<file path="src/rtl/loader_pkg.sv">
package loader_pkg;

  localparam int OPC_W = 5;

  typedef enum logic [2:0] {
    CH_DIGIT,
    CH_OPCODE,
    CH_SETADDR,
    CH_SETPC,
    CH_STEP,
    CH_SEP,
    CH_OTHER
  } char_kind_t;

  function automatic char_kind_t classify(input logic [7:0] ch);
    char_kind_t k;
    if (ch >= 8'h30 && ch <= 8'h39)  k = CH_DIGIT;
    else if (ch[7:5] == 3'b010)      k = CH_OPCODE;
    else begin
      case (ch)
        8'h61:                   k = CH_SETADDR;
        8'h65:                   k = CH_SETPC;
        8'h73:                   k = CH_STEP;
        8'h20, 8'h0D, 8'h0A:     k = CH_SEP;
        default:                 k = CH_OTHER;
      endcase
    end
    return k;
  endfunction

  // decimal shift-in on a 32-bit working value; callers keep the low bits
  function automatic logic [31:0] dec_push(input logic [31:0] acc, input logic [3:0] d);
    return (acc * 32'd10) + {28'd0, d};
  endfunction

endpackage

</file>
<file path="src/rtl/loader_char_decode.sv">
module loader_char_decode
  import loader_pkg::*;
(
  input  logic [7:0]       ch,
  output char_kind_t       kind,
  output logic [3:0]       digit,
  output logic [OPC_W-1:0] opcode
);
  assign kind   = classify(ch);
  assign digit  = ch[3:0];
  assign opcode = ch[OPC_W-1:0];
endmodule

</file>
<file path="src/rtl/loader_operand.sv">
module loader_operand
  import loader_pkg::*;
#(
  parameter int OPND_W = 11
) (
  input  logic              clk,
  input  logic              rst_n,
  input  logic              accept,
  input  char_kind_t        kind,
  input  logic [3:0]        digit,
  output logic [OPND_W-1:0] operand
);
  logic [31:0] widened;
  logic [31:0] pushed;

  assign widened = {{(32-OPND_W){1'b0}}, operand};
  assign pushed  = dec_push(widened, digit);

  always_ff @(posedge clk or negedge rst_n) begin
    if (!rst_n) begin
      operand <= '0;
    end else if (accept) begin
      case (kind)
        CH_DIGIT: operand <= pushed[OPND_W-1:0];
        CH_OTHER: operand <= operand;
        default:  operand <= '0;
      endcase
    end
  end


  num_clear_chk: assert property (@(posedge clk) disable iff (!rst_n)
    (accept && kind != CH_DIGIT && kind != CH_OTHER) |=> (operand == '0));


  num_keep_chk: assert property (@(posedge clk) disable iff (!rst_n)
    (!accept || kind == CH_OTHER) |=> $stable(operand));
endmodule

</file>
<file path="src/rtl/loader_wr_seq.sv">
module loader_wr_seq
  import loader_pkg::*;
#(
  parameter int OPND_W = 11,
  parameter int ADDR_W = 11
) (
  input  logic                    clk,
  input  logic                    rst_n,
  input  logic                    accept,
  input  char_kind_t              kind,
  input  logic [OPC_W-1:0]        opcode,
  input  logic [OPND_W-1:0]       operand,
  input  logic [ADDR_W-1:0]       operand_addr,
  output logic                    mem_we,
  output logic [ADDR_W-1:0]       mem_addr,
  output logic [OPC_W+OPND_W-1:0] mem_wdata
);
  localparam logic [ADDR_W-1:0] ADDR_ONE = {{(ADDR_W-1){1'b0}}, 1'b1};

  logic [ADDR_W-1:0] load_addr;

  always_ff @(posedge clk or negedge rst_n) begin
    if (!rst_n) begin
      load_addr <= '0;
      mem_we    <= 1'b0;
      mem_addr  <= '0;
      mem_wdata <= '0;
    end else begin
      mem_we <= 1'b0;
      if (accept) begin
        case (kind)
          CH_OPCODE: begin
            mem_we    <= 1'b1;
            mem_addr  <= load_addr;
            mem_wdata <= {opcode, operand};
            load_addr <= load_addr + ADDR_ONE;
          end
          CH_SETADDR: load_addr <= operand_addr;
          default: ;
        endcase
      end
    end
  end


  wr_only_op_chk: assert property (@(posedge clk) disable iff (!rst_n)
    (accept && kind != CH_OPCODE) |=> !mem_we);


  wr_field_chk: assert property (@(posedge clk) disable iff (!rst_n)
    (accept && kind == CH_OPCODE) |=>
      (mem_we && mem_wdata[OPND_W-1:0] == $past(operand)));


  addr_step_chk: assert property (@(posedge clk) disable iff (!rst_n)
    (mem_we && accept && kind == CH_OPCODE) |=>
      (mem_addr == $past(mem_addr) + ADDR_ONE));
endmodule

</file>
<file path="src/rtl/loader_ctrl.sv">
module loader_ctrl
  import loader_pkg::*;
#(
  parameter int ADDR_W = 11
) (
  input  logic              clk,
  input  logic              rst_n,
  input  logic              accept,
  input  char_kind_t        kind,
  input  logic [ADDR_W-1:0] operand_addr,
  output logic              pc_load,
  output logic [ADDR_W-1:0] pc_value,
  output logic              step_pulse
);
  always_ff @(posedge clk or negedge rst_n) begin
    if (!rst_n) begin
      pc_load    <= 1'b0;
      pc_value   <= '0;
      step_pulse <= 1'b0;
    end else begin
      pc_load    <= 1'b0;
      step_pulse <= 1'b0;
      if (accept) begin
        case (kind)
          CH_SETPC: begin
            pc_load  <= 1'b1;
            pc_value <= operand_addr;
          end
          CH_STEP: step_pulse <= 1'b1;
          default: ;
        endcase
      end
    end
  end


  pc_hold_chk: assert property (@(posedge clk) disable iff (!rst_n)
    !pc_load |-> $stable(pc_value));


  step_src_chk: assert property (@(posedge clk) disable iff (!rst_n)
    step_pulse |-> ($past(accept) && $past(kind) == CH_STEP));
endmodule

</file>
<file path="src/rtl/postfix_loader.sv">
module postfix_loader
  import loader_pkg::*;
#(
  parameter int OPND_W = 11,
  parameter int ADDR_W = 11
) (
  input  logic                    clk,
  input  logic                    rst_n,
  input  logic [7:0]              in_data,
  input  logic                    in_valid,
  output logic                    in_ready,
  output logic                    mem_we,
  output logic [ADDR_W-1:0]       mem_addr,
  output logic [OPC_W+OPND_W-1:0] mem_wdata,
  output logic                    pc_load,
  output logic [ADDR_W-1:0]       pc_value,
  output logic                    step_pulse
);
  logic              accept;
  char_kind_t        kind;
  logic [3:0]        digit;
  logic [OPC_W-1:0]  opcode;
  logic [OPND_W-1:0] operand;
  logic [ADDR_W-1:0] operand_addr;

  assign in_ready = 1'b1;
  assign accept   = in_valid & in_ready;

  loader_char_decode u_dec (
    .ch     (in_data),
    .kind   (kind),
    .digit  (digit),
    .opcode (opcode)
  );

  loader_operand #(.OPND_W(OPND_W)) u_num (
    .clk     (clk),
    .rst_n   (rst_n),
    .accept  (accept),
    .kind    (kind),
    .digit   (digit),
    .operand (operand)
  );

  // number reused as an address: widen or cut to the address width
  generate
    if (ADDR_W > OPND_W) begin : g_widen
      assign operand_addr = {{(ADDR_W-OPND_W){1'b0}}, operand};
    end else if (ADDR_W == OPND_W) begin : g_same
      assign operand_addr = operand;
    end else begin : g_cut
      assign operand_addr = operand[ADDR_W-1:0];
    end
  endgenerate

  loader_wr_seq #(.OPND_W(OPND_W), .ADDR_W(ADDR_W)) u_wr (
    .clk          (clk),
    .rst_n        (rst_n),
    .accept       (accept),
    .kind         (kind),
    .opcode       (opcode),
    .operand      (operand),
    .operand_addr (operand_addr),
    .mem_we       (mem_we),
    .mem_addr     (mem_addr),
    .mem_wdata    (mem_wdata)
  );

  loader_ctrl #(.ADDR_W(ADDR_W)) u_ctl (
    .clk          (clk),
    .rst_n        (rst_n),
    .accept       (accept),
    .kind         (kind),
    .operand_addr (operand_addr),
    .pc_load      (pc_load),
    .pc_value     (pc_value),
    .step_pulse   (step_pulse)
  );


  strobe_onehot_chk: assert property (@(posedge clk) disable iff (!rst_n)
    $onehot0({mem_we, pc_load, step_pulse}));


  strobe_idle_chk: assert property (@(posedge clk) disable iff (!rst_n)
    !accept |=> !(mem_we || pc_load || step_pulse));
endmodule

</file>
<file path="config.mk">
export PLATFORM = sky130hd
export DESIGN_NAME = postfix_loader
export DESIGN_NICKNAME = d
export VERILOG_FILES = /design/src/rtl/loader_pkg.sv /design/src/rtl/loader_char_decode.sv /design/src/rtl/loader_operand.sv /design/src/rtl/loader_wr_seq.sv /design/src/rtl/loader_ctrl.sv /design/src/rtl/postfix_loader.sv
export SDC_FILE = /design/constraint.sdc
export NUM_CORES = 1
export LEC_CHECK = 0
export ABC_AREA = 0
export BUFFER_PORTS_ARGS = -buffer_cell sky130_fd_sc_hd__buf_2
export CELL_PAD_IN_SITES_DETAIL_PLACEMENT = 1
export CELL_PAD_IN_SITES_GLOBAL_PLACEMENT = 2
export CORE_AREA = 2 2 96 98
export DETAILED_ROUTE_END_ITERATION = 10
export DIE_AREA = 0 0 98 100
export GPL_TIMING_DRIVEN = 0
export PLACE_DENSITY = 0.8
export SYNTH_ARGS = -nofsm -noshare
export SYNTH_HDL_FRONTEND = slang
export SYNTH_SLANG_ARGS = --single-unit
</file>
<file path="constraint.sdc">
create_clock -name clk -period 6.1 [get_ports clk]
set_clock_uncertainty 0.2 [all_clocks]
set_input_delay 0.915 -clock clk [delete_from_list [all_inputs] [get_ports clk]]
set_output_delay 0.915 -clock clk [all_outputs]
set_load 0.005 [all_outputs]
</file>
# == After elaboration in Yosys (flattened, before gate mapping) ==
# Index checks and enable logic that the tools add are counted.
# totals
register_bits,63
out_inout_bits,42
word_cells,45
input_bits,11
# classes
n_reduce_logical,8
n_eq_ne,12
addsub,2
n_mux,11
n_bitwise,1
mul,1
magnitude_cmp,2
# op_table
cell,n
$pmux 11 s2,2
$eq 8x7->1 const B,3
$eq 8x4->1 const B,2
$pmux 3 s4,1
$add 11x1->11 const B,1
$add 11x4->11,1
$mul 11x3->10 const B,1
$eq 3x2->1 const B,3
$eq 8x6->1 const B,1
$ge 8x6->1 const B,1
$le 8x6->1 const B,1
$reduce_and 2->1,4
$eq 3x3->1 const B,2
$mux 1,6
$mux 3,2
$eq 3x1->1 const B,1
$logic_not 3->1,1
$reduce_or 3->1,1
$reduce_bool 2->1,1
$logic_and 1x1->1,1
$not 1->1,1

# == Longest topological paths before layout ==
# Gate-level depths: netlist (run 1).
# logic_depth
depth_word,8
ltp_mapped,10
mapped_depth_nobuf,10

# == By module ==
# From an unflattened synthesis (run 1), not the netlist that was laid out.
# unflattened
cells_unflattened,370
hier_area_um2,3577.2
# modules_own_cells
module,area_per_inst_um2,cells_per_inst,n_inst,seq_area_each_um2
loader_wr_seq,1830.5,203,1,975.9
loader_operand,968.4,100,1,275.3
loader_ctrl,530.5,29,1,325.3
loader_char_decode,236.5,36,1,0.0
postfix_loader,11.3,2,1,0.0

# == Worst setup path before layout (run 1) ==
# No wires, ideal clock.
# synth_path
path_type,input port to flip-flop
from,input in_data[2]
to,register u_wr.load_addr[10]
path_slack_ns,2.947
path_buffers,1
cell_stages,7
t_required_ns,5.780
t_arrival_ns,2.833
setup_ns,0.120
path_cell_list,buf_6 -> or4b_1 -> a211o_1 -> a221oi_2 -> nand2_2 -> or4_1 -> o211a_1
# synth_via
elab_chain_cells,8
word_cells_on_any_way,18
classes_between,2 x order compare; 8 x eq/ne; 4 x mux; 4 x reduce/logical
# synth_rtl
element,line_no,source
start: declaration,postfix_loader.sv:9,"input logic [7:0] in_data,"
$eq 8x6->1 or $eq 8x4->1 (tied branches),loader_pkg.sv:20,case (ch)
$reduce_or 3->1,loader_pkg.sv:20,
$pmux 3 s4,loader_pkg.sv:20,
$mux 3,loader_pkg.sv:18,else if (ch[7:5] == 3'b010) k = CH_OPCODE;
$mux 3 *,loader_pkg.sv:17,if (ch >= 8'h30 && ch <= 8'h39) k = CH_DIGIT;
$eq 3x1->1 or $eq 3x2->1 (tied branches),loader_wr_seq.sv:31,case (kind)
$reduce_bool 2->1 (no source line),n/a,
$reduce_and 2->1 (no source line),n/a,
end signal: assignment,loader_wr_seq.sv:36,load_addr <= load_addr + ADDR_ONE;
end signal: assignment,loader_wr_seq.sv:38,CH_SETADDR: load_addr <= operand_addr;
end: declaration,loader_wr_seq.sv:20,logic [ADDR_W-1:0] load_addr;
# Mark *: on every way between the ends. The rest lies on a longest branch, timed or not.
# A chain may end at the register's enable or synchronous reset.

# == Worst setup path after layout (run 1) ==
# layout_path
from,input in_data[2]
to,register u_wr.mem_wdata[3]
# layout_via
elab_chain_cells,7
word_cells_on_any_way,15
classes_between,2 x order compare; 7 x eq/ne; 3 x mux; 3 x reduce/logical
# layout_rtl
element,line_no,source
$eq 8x6->1 or $eq 8x4->1 (tied branches),loader_pkg.sv:20,
$reduce_or 3->1,loader_pkg.sv:20,
$pmux 3 s4,loader_pkg.sv:20,
$mux 3,loader_pkg.sv:18,
$mux 3 *,loader_pkg.sv:17,
$eq 3x1->1 *,loader_wr_seq.sv:31,
$reduce_and 2->1 (no source line) *,n/a,
end signal: assignment,loader_wr_seq.sv:35,"mem_wdata <= {opcode, operand};"
end: declaration,loader_wr_seq.sv:16,output logic [OPC_W+OPND_W-1:0] mem_wdata
# Marked as above.

==> results of run 1 <==
[area by class of cell]
cell class                 count  area share
sequential                    63       0.406
multi-input combinational    250       0.402
timing repair buffer          50      0.0651
clock buffer                  13      0.0409
tap                          111      0.0357
buffer                        16      0.0196
clock inverter                 3      0.0167
inverter                      15      0.0145
[worst max path at each step]
stage                     from                        endpoint  slack, ns  depth (start not counted)
floorplan           in_data[2]  u_wr.load_addr[10]$_DFFE_PN0P_       2.95                          7
global placement    in_data[2]  u_wr.mem_wdata[14]$_DFFE_PN0P_       2.50                         10
detailed placement  in_data[2]   u_wr.mem_wdata[7]$_DFFE_PN0P_       2.48                         10
CTS                 in_data[2]   u_wr.mem_wdata[7]$_DFFE_PN0P_       2.84                         10
global route        in_data[2]   u_wr.mem_wdata[3]$_DFFE_PN0P_       2.68                         10
finish              in_data[2]   u_wr.mem_wdata[3]$_DFFE_PN0P_       2.83                         10
[metrics by stage]
| stage | std cells | area, sq um | utilization |
|---|---|---|---|
| 6_report | 521 | 3880 | 0.437 |
| 5_1_grt | 521 | 3880 | 0.437 |
| 4_1_cts | 521 | 3880 | 0.437 |
| 3_5_place_dp | 505 | 3660 | 0.412 |
| 3_3_place_gp | 505 | 3660 | 0.412 |
| 2_1_floorplan | 344 | 3270 | - |
[report_power, final]
group | switching [uW] | leakage [uW] | internal [uW]
logic | 232 | 0.00106 | 192
registers | 90.3 | 0.000849 | 488
clock network | 165 | 0.000114 | 252
[metal layers]
layer | vias up | track usage | wire length [microns]
li1 | 1323 | - | -
met1 | 1345 | 0.256 | 4170
met2 | 42 | 0.319 | 4370
met3 | 9 | 0.0348 | 237
met4 | 0 | 0.0609 | 113
met5 | - | 0 | 0
[cell usage in the layout, fill, tap and decap left out, types with 3 or more instances in the layout]
master,count
o21ai_0,14
clkbuf_8,11
ha_1,17
nand3_1,4
nand2_1,97
buf_2,53
nor2_1,13
nor3_1,3
xnor2_1,5
xor2_1,7
o21a_1,5
nand4_1,3
a31oi_1,7
clkbuf_1,12
inv_1,14
dfrtp_1,63
a22o_1,11
and3_1,4
o32ai_1,3
mux2_2,4
o221a_2,3
a21oi_1,9
[critical path: stages]
cell and delay, ns:
buf_2 0.13, buf_6 0.13, or4b_1 0.49, a211o_1 0.30
a221oi_2 0.45, nand2_2 0.18, buf_2 0.23, clkbuf_1 0.26
nand2_1 0.13, nand2_1 0.06
[logic make-up (layout without fill, tap and decap cells)]
logic type      Yosys count  count (layout)  synth area share
xor+xnor                 12              12            0.0321
flops                    63              63             0.482
simple gates            145             145             0.200
other cells               1               1           0.00115
compound gates           69              69             0.153
buf+inv                  31              97            0.0406
mux                       4               4            0.0138
fa+ha+maj                19              19            0.0773
[sequential cells by signal, indices dropped and copies added, names as in the netlist]
name and count:
u_wr.load_addr 11, u_ctl.step_pulse 1, u_num.operand 11, u_ctl.pc_load 1
u_wr.mem_we 1, u_wr.mem_wdata 16, u_wr.mem_addr 11, u_ctl.pc_value 11
==> impl_metrics.toml, run 1 <==
[run_status]
status = "finished clean"

[cells_and_area]
drive_gt1_frac = 0.200
final_nets = 435
fill_cells = 1063
seq_area_sq_um = 1580
multi_input_area_sq_um = 1560
diodes = 0
synthToLayoutAreaGrowth_pct = 18.8

[timing]
period_share = 0.537
final.setup.tns_ns = 0
max_freq_mhz = 306
fin_ws_ns = 2.83
slew_viol_final = 0
tightest_slew_ns = 0.836
min_period_ns = 3.27
timing_hold_violations_final = 0
rsz0062_at_grt = "no"
hold-worst-slack_ns = 0.273
finalSetupViolations = 0
slew_headroom = 0.442

[worst_hold_path]
min_from = "u_wr.mem_wdata[11]$_DFFE_PN0P_"
hold_class = "reg2reg"
hold_path_end = "u_wr.mem_wdata[11]$_DFFE_PN0P_"
whs_path_depth = 2

[setup_path]
startpoint_type = "primary input"
crit_fanout = 10
r2r-start = "u_num.operand[3]$_DFFE_PN0P_"
cp.required_ns = 6.13
critical_path_class = "in2reg"
reg2reg_setup_slack_ns = 2.99
critical_path_arrival_ns = 3.30
worst_r2r_path_depth = 9
r2r-end = "u_num.operand[8]$_DFFE_PN0P_"
cp-end-kind = "flip-flop"

[power]
p_leak_uw = 0.00203
p_total_uw = 1420
powerDensity_nw_per_um2 = 366
peakVddDrop_uv = 136

[synthesis]
synth_commonest_cells = "97 x nand2_1, 63 x dfrtp_1, 17 x ha_1, 14 x inv_1, 14 x o21ai_0"
synth_area_leader_cell = "dfrtp_1"
synth_area_per_cell_sq_um = 9.50
synthArstFlopShare = 1.00
synth_edf_count = 0
synth-main-ff-cell = "dfrtp_1"
yosys.cell_count.top_type = "nand2_1"
synth_nets = 374
seq_area_frac_synth = 0.482
yosysUniqueCellTypes = 56
ys_ff_latch = 63
synthTopCellsByArea = "dfrtp_1 48%, nand2_1 11%, ha_1 6.5%"
synth_cells = 344
synth_warnings = 0
netlist_area_sq_um = 3270
synth_top_area_frac = 0.482

[routing]
routedWlPerCell_microns = 17.1
viasPerCell = 5.22
initialDrtViolationCount = 112
drtAntennaViolNets = 0
drc = 0
routed_wl_mm = 8.89
drt_first_pass_iters = 6
vias = 2719

[clock_network]
path_clk_slew_ns = 0.07
numCtsBuffers = 9
cts_hold_buf = 0
cts_tree = "built"
cts_setup_buffers = 0
ctsResizeCount = 0
h-tree-depth = 3
cts_root_buf = "clkbuf_8"
cts_buffer_depth = 2
cts_sinks = 63
worstSkewPairLatency_ns = 0.34

[grt]
grt_max_degree = 64
grt_overflow = 0
grt_usage = 0.192
grt_pass1_vias = 2821
grt_first_pass_wirelength_mm = 14.7
antenna_found_initial = 0

[floorplan]
die_h_microns = 100
start_util = 0.368
rows = 35
coreArea_sq_um = 8890
die_x_microns = 98
io_pins = 53
dieArea_sq_um = 9800

[run]
drv_cap = 0

[placement]
dp_slack_ns = 2.48
place.gp.congestion = 0.777
portBuffers = 50
hpwlAfterDp_mm = 6.45
Power figures use the tool's default switching activity.
==> run 2, diff against run 1 <==
CORE_AREA = 2 2 106 108   (was 2 2 96 98)
DIE_AREA = 0 0 108 110   (was 0 0 98 100)
PLACE_DENSITY = 0.7   (was 0.8)
clock period = 2.9 ns   (was 6.1 ns; I/O delays follow)
==> run 2 against run 1 <==
Net effect: the run now ends with negative hold slack left; worst hold slack lost 0.30 ns; sequential cell count unchanged; total power is 110% higher; first-iteration DRC count shrank 11%; critical path depth unchanged; non-clock buffer count is 5 higher; register-to-register slack worse by 2.9 ns; die area grew 21%; utilization shrank 6.6 points.
==> impl_metrics.toml, run 2 (synthesis results as in run 1) <==
[grt]
antenna_found_initial = 0
grt_overflow = 0
grt_pass1_vias = 2845
grt_usage = 0.164
grt_max_degree = 64
grt_first_pass_wirelength_mm = 14.6

[timing]
max_freq_mhz = 360
finalSetupViolations = 0
hold-worst-slack_ns = -0.0293
timing_hold_violations_final = 34
period_share = 0.958
rsz0062_at_grt = "yes"
min_period_ns = 2.78
slew_headroom = 0.460
tightest_slew_ns = 0.809
slew_viol_final = 0

[clock_network]
cts_hold_buf = 0
path_clk_slew_ns = 0.07
cts_tree = "built"
cts_root_buf = "clkbuf_8"
numCtsBuffers = 9
cts_sinks = 63
worstSkewPairLatency_ns = 0.35
h-tree-depth = 3
cts_buffer_depth = 2

[run_status]
violations = "negative hold slack"
status = "finished, violations left"

[cells_and_area]
synthToLayoutAreaGrowth_pct = 21.5
mostFrequentLayoutCell = "nand2_1"
final_cell_mix = "97 x nand2_1, 58 x dfrtp_1, 53 x buf_2"
largest_reg_flops = 16
final_nets = 440
top_register = "u_wr.mem_wdata"
drive_gt1_frac = 0.234
diodes = 0

[routing]
vias = 2699
routed_wl_mm = 8.87
drtAntennaViolNets = 0
drc = 0
initialDrtViolationCount = 100
drt_first_pass_iters = 4
viasPerCell = 4.87
routedWlPerCell_microns = 16.0

[placement]
portBuffers = 50
hpwlAfterDp_mm = 6.30
place.gp.congestion = 0.743

[floorplan]
die_h_microns = 110
start_util = 0.306
rows = 38
coreArea_sq_um = 10700
dieArea_sq_um = 11900
io_pins = 53
die_x_microns = 108

[run]
drv_cap = 0

[setup_path]
crit_fanout = 3
critical_path_class = "reg2reg"
startpoint_type = "flip-flop"
cp.required_ns = 2.94
critical_path_arrival_ns = 2.82
cp-end-kind = "flip-flop"

[power]
p_total_uw = 2980
peakVddDrop_uv = 315
p_leak_uw = 0.00206
powerDensity_nw_per_um2 = 750

[worst_hold_path]
hold_class = "in2async"
[run 2: changes by cell type in the layout (fill, tap and decap cells not counted), sizes merged]
cell	change
buf	+5
bufinv	-1
clkbuf	-2
clkinv	+2
[run 2: what timing repair did]
item / 4_1_cts / 5_1_grt
setup endpoints to repair: 3 / 19
pin swaps: 1 / 0
gates resized for setup: 4 / 7
buffers inserted: 5 / 0
[run 2: power by group]
group | switching, uW | internal (uW)
Sequential | 184 | 1030
Clock | 340 | 434
Combinational | 528 | 461
[run 2: through the flow]
| step | utilization | cell area (sq um) | instances | TNS (ns) | setup WS, ns |
|---|---|---|---|---|---|
| floorplan | - | 3270 | 344 | 0 | 0.158 |
| global placement | 0.345 | 3690 | 534 | -7.02 | -0.251 |
| detailed placement | 0.346 | 3700 | 534 | -6.29 | -0.250 |
| CTS | 0.368 | 3940 | 554 | 0 | 0.0150 |
| global route | 0.371 | 3970 | 554 | -0.0180 | -0.0180 |
| finish | 0.371 | 3970 | 554 | 0 | 0.123 |
[run 2: cell type report]
class / count / area (sq um)
repair buffers: 55 / 290
inverters: 15 / 56.3
multi-input cells: 250 / 1600
plain buffers: 16 / 76.3
clock buffers: 11 / 151
fillers: 1273 / 6730
well taps: 140 / 175
clock inverters: 4 / 45.0
flip-flops and latches: 63 / 1580
[run 2: per-layer routing]
metal | wire [microns] | global-route usage | part of all wire | vias to the layer above
li1 | - | - | - | 1325
met1 | 4290 | 0.218 | 0.48 | 1323
met2 | 4160 | 0.267 | 0.47 | 40
met3 | 304 | 0.0353 | 0.034 | 11
met4 | 116 | 0.0577 | 0.013 | 0
met5 | 0 | 0 | 0 | -
[run 2: final timing paths]
| kind | start | end | slack, ns | cells after the start |
|---|---|---|---|---|
| max | u_num.operand[3]$_DFFE_PN0P_ | u_num.operand[9]$_DFFE_PN0P_ | 0.12 | 10 |
| min | rst_n | u_wr.mem_addr[0]$_DFFE_PN0P_ | -0.03 | 1 |
| max reg2reg | u_num.operand[3]$_DFFE_PN0P_ | u_num.operand[9]$_DFFE_PN0P_ | 0.12 | 10 |
| min reg2reg | u_wr.mem_wdata[9]$_DFFE_PN0P_ | u_wr.mem_wdata[9]$_DFFE_PN0P_ | 0.27 | 2 |
| max in group asynchronous | rst_n | u_num.operand[1]$_DFFE_PN0P_ | 1.95 | 1 |
| min in group clk | in_data[0] | u_wr.mem_wdata[11]$_DFFE_PN0P_ | 0.16 | 3 |
[run 2: worst max-delay path, cell delays in order, from the launching register on]
cell and delay, ns:
dfrtp_2 0.43, ha_1 0.28, ha_1 0.16, inv_1 0.07, fa_1 0.44, nand2b_1 0.20
a21oi_2 0.14, xor2_1 0.24, nand3_1 0.13, xnor2_1 0.15, a22o_1 0.23
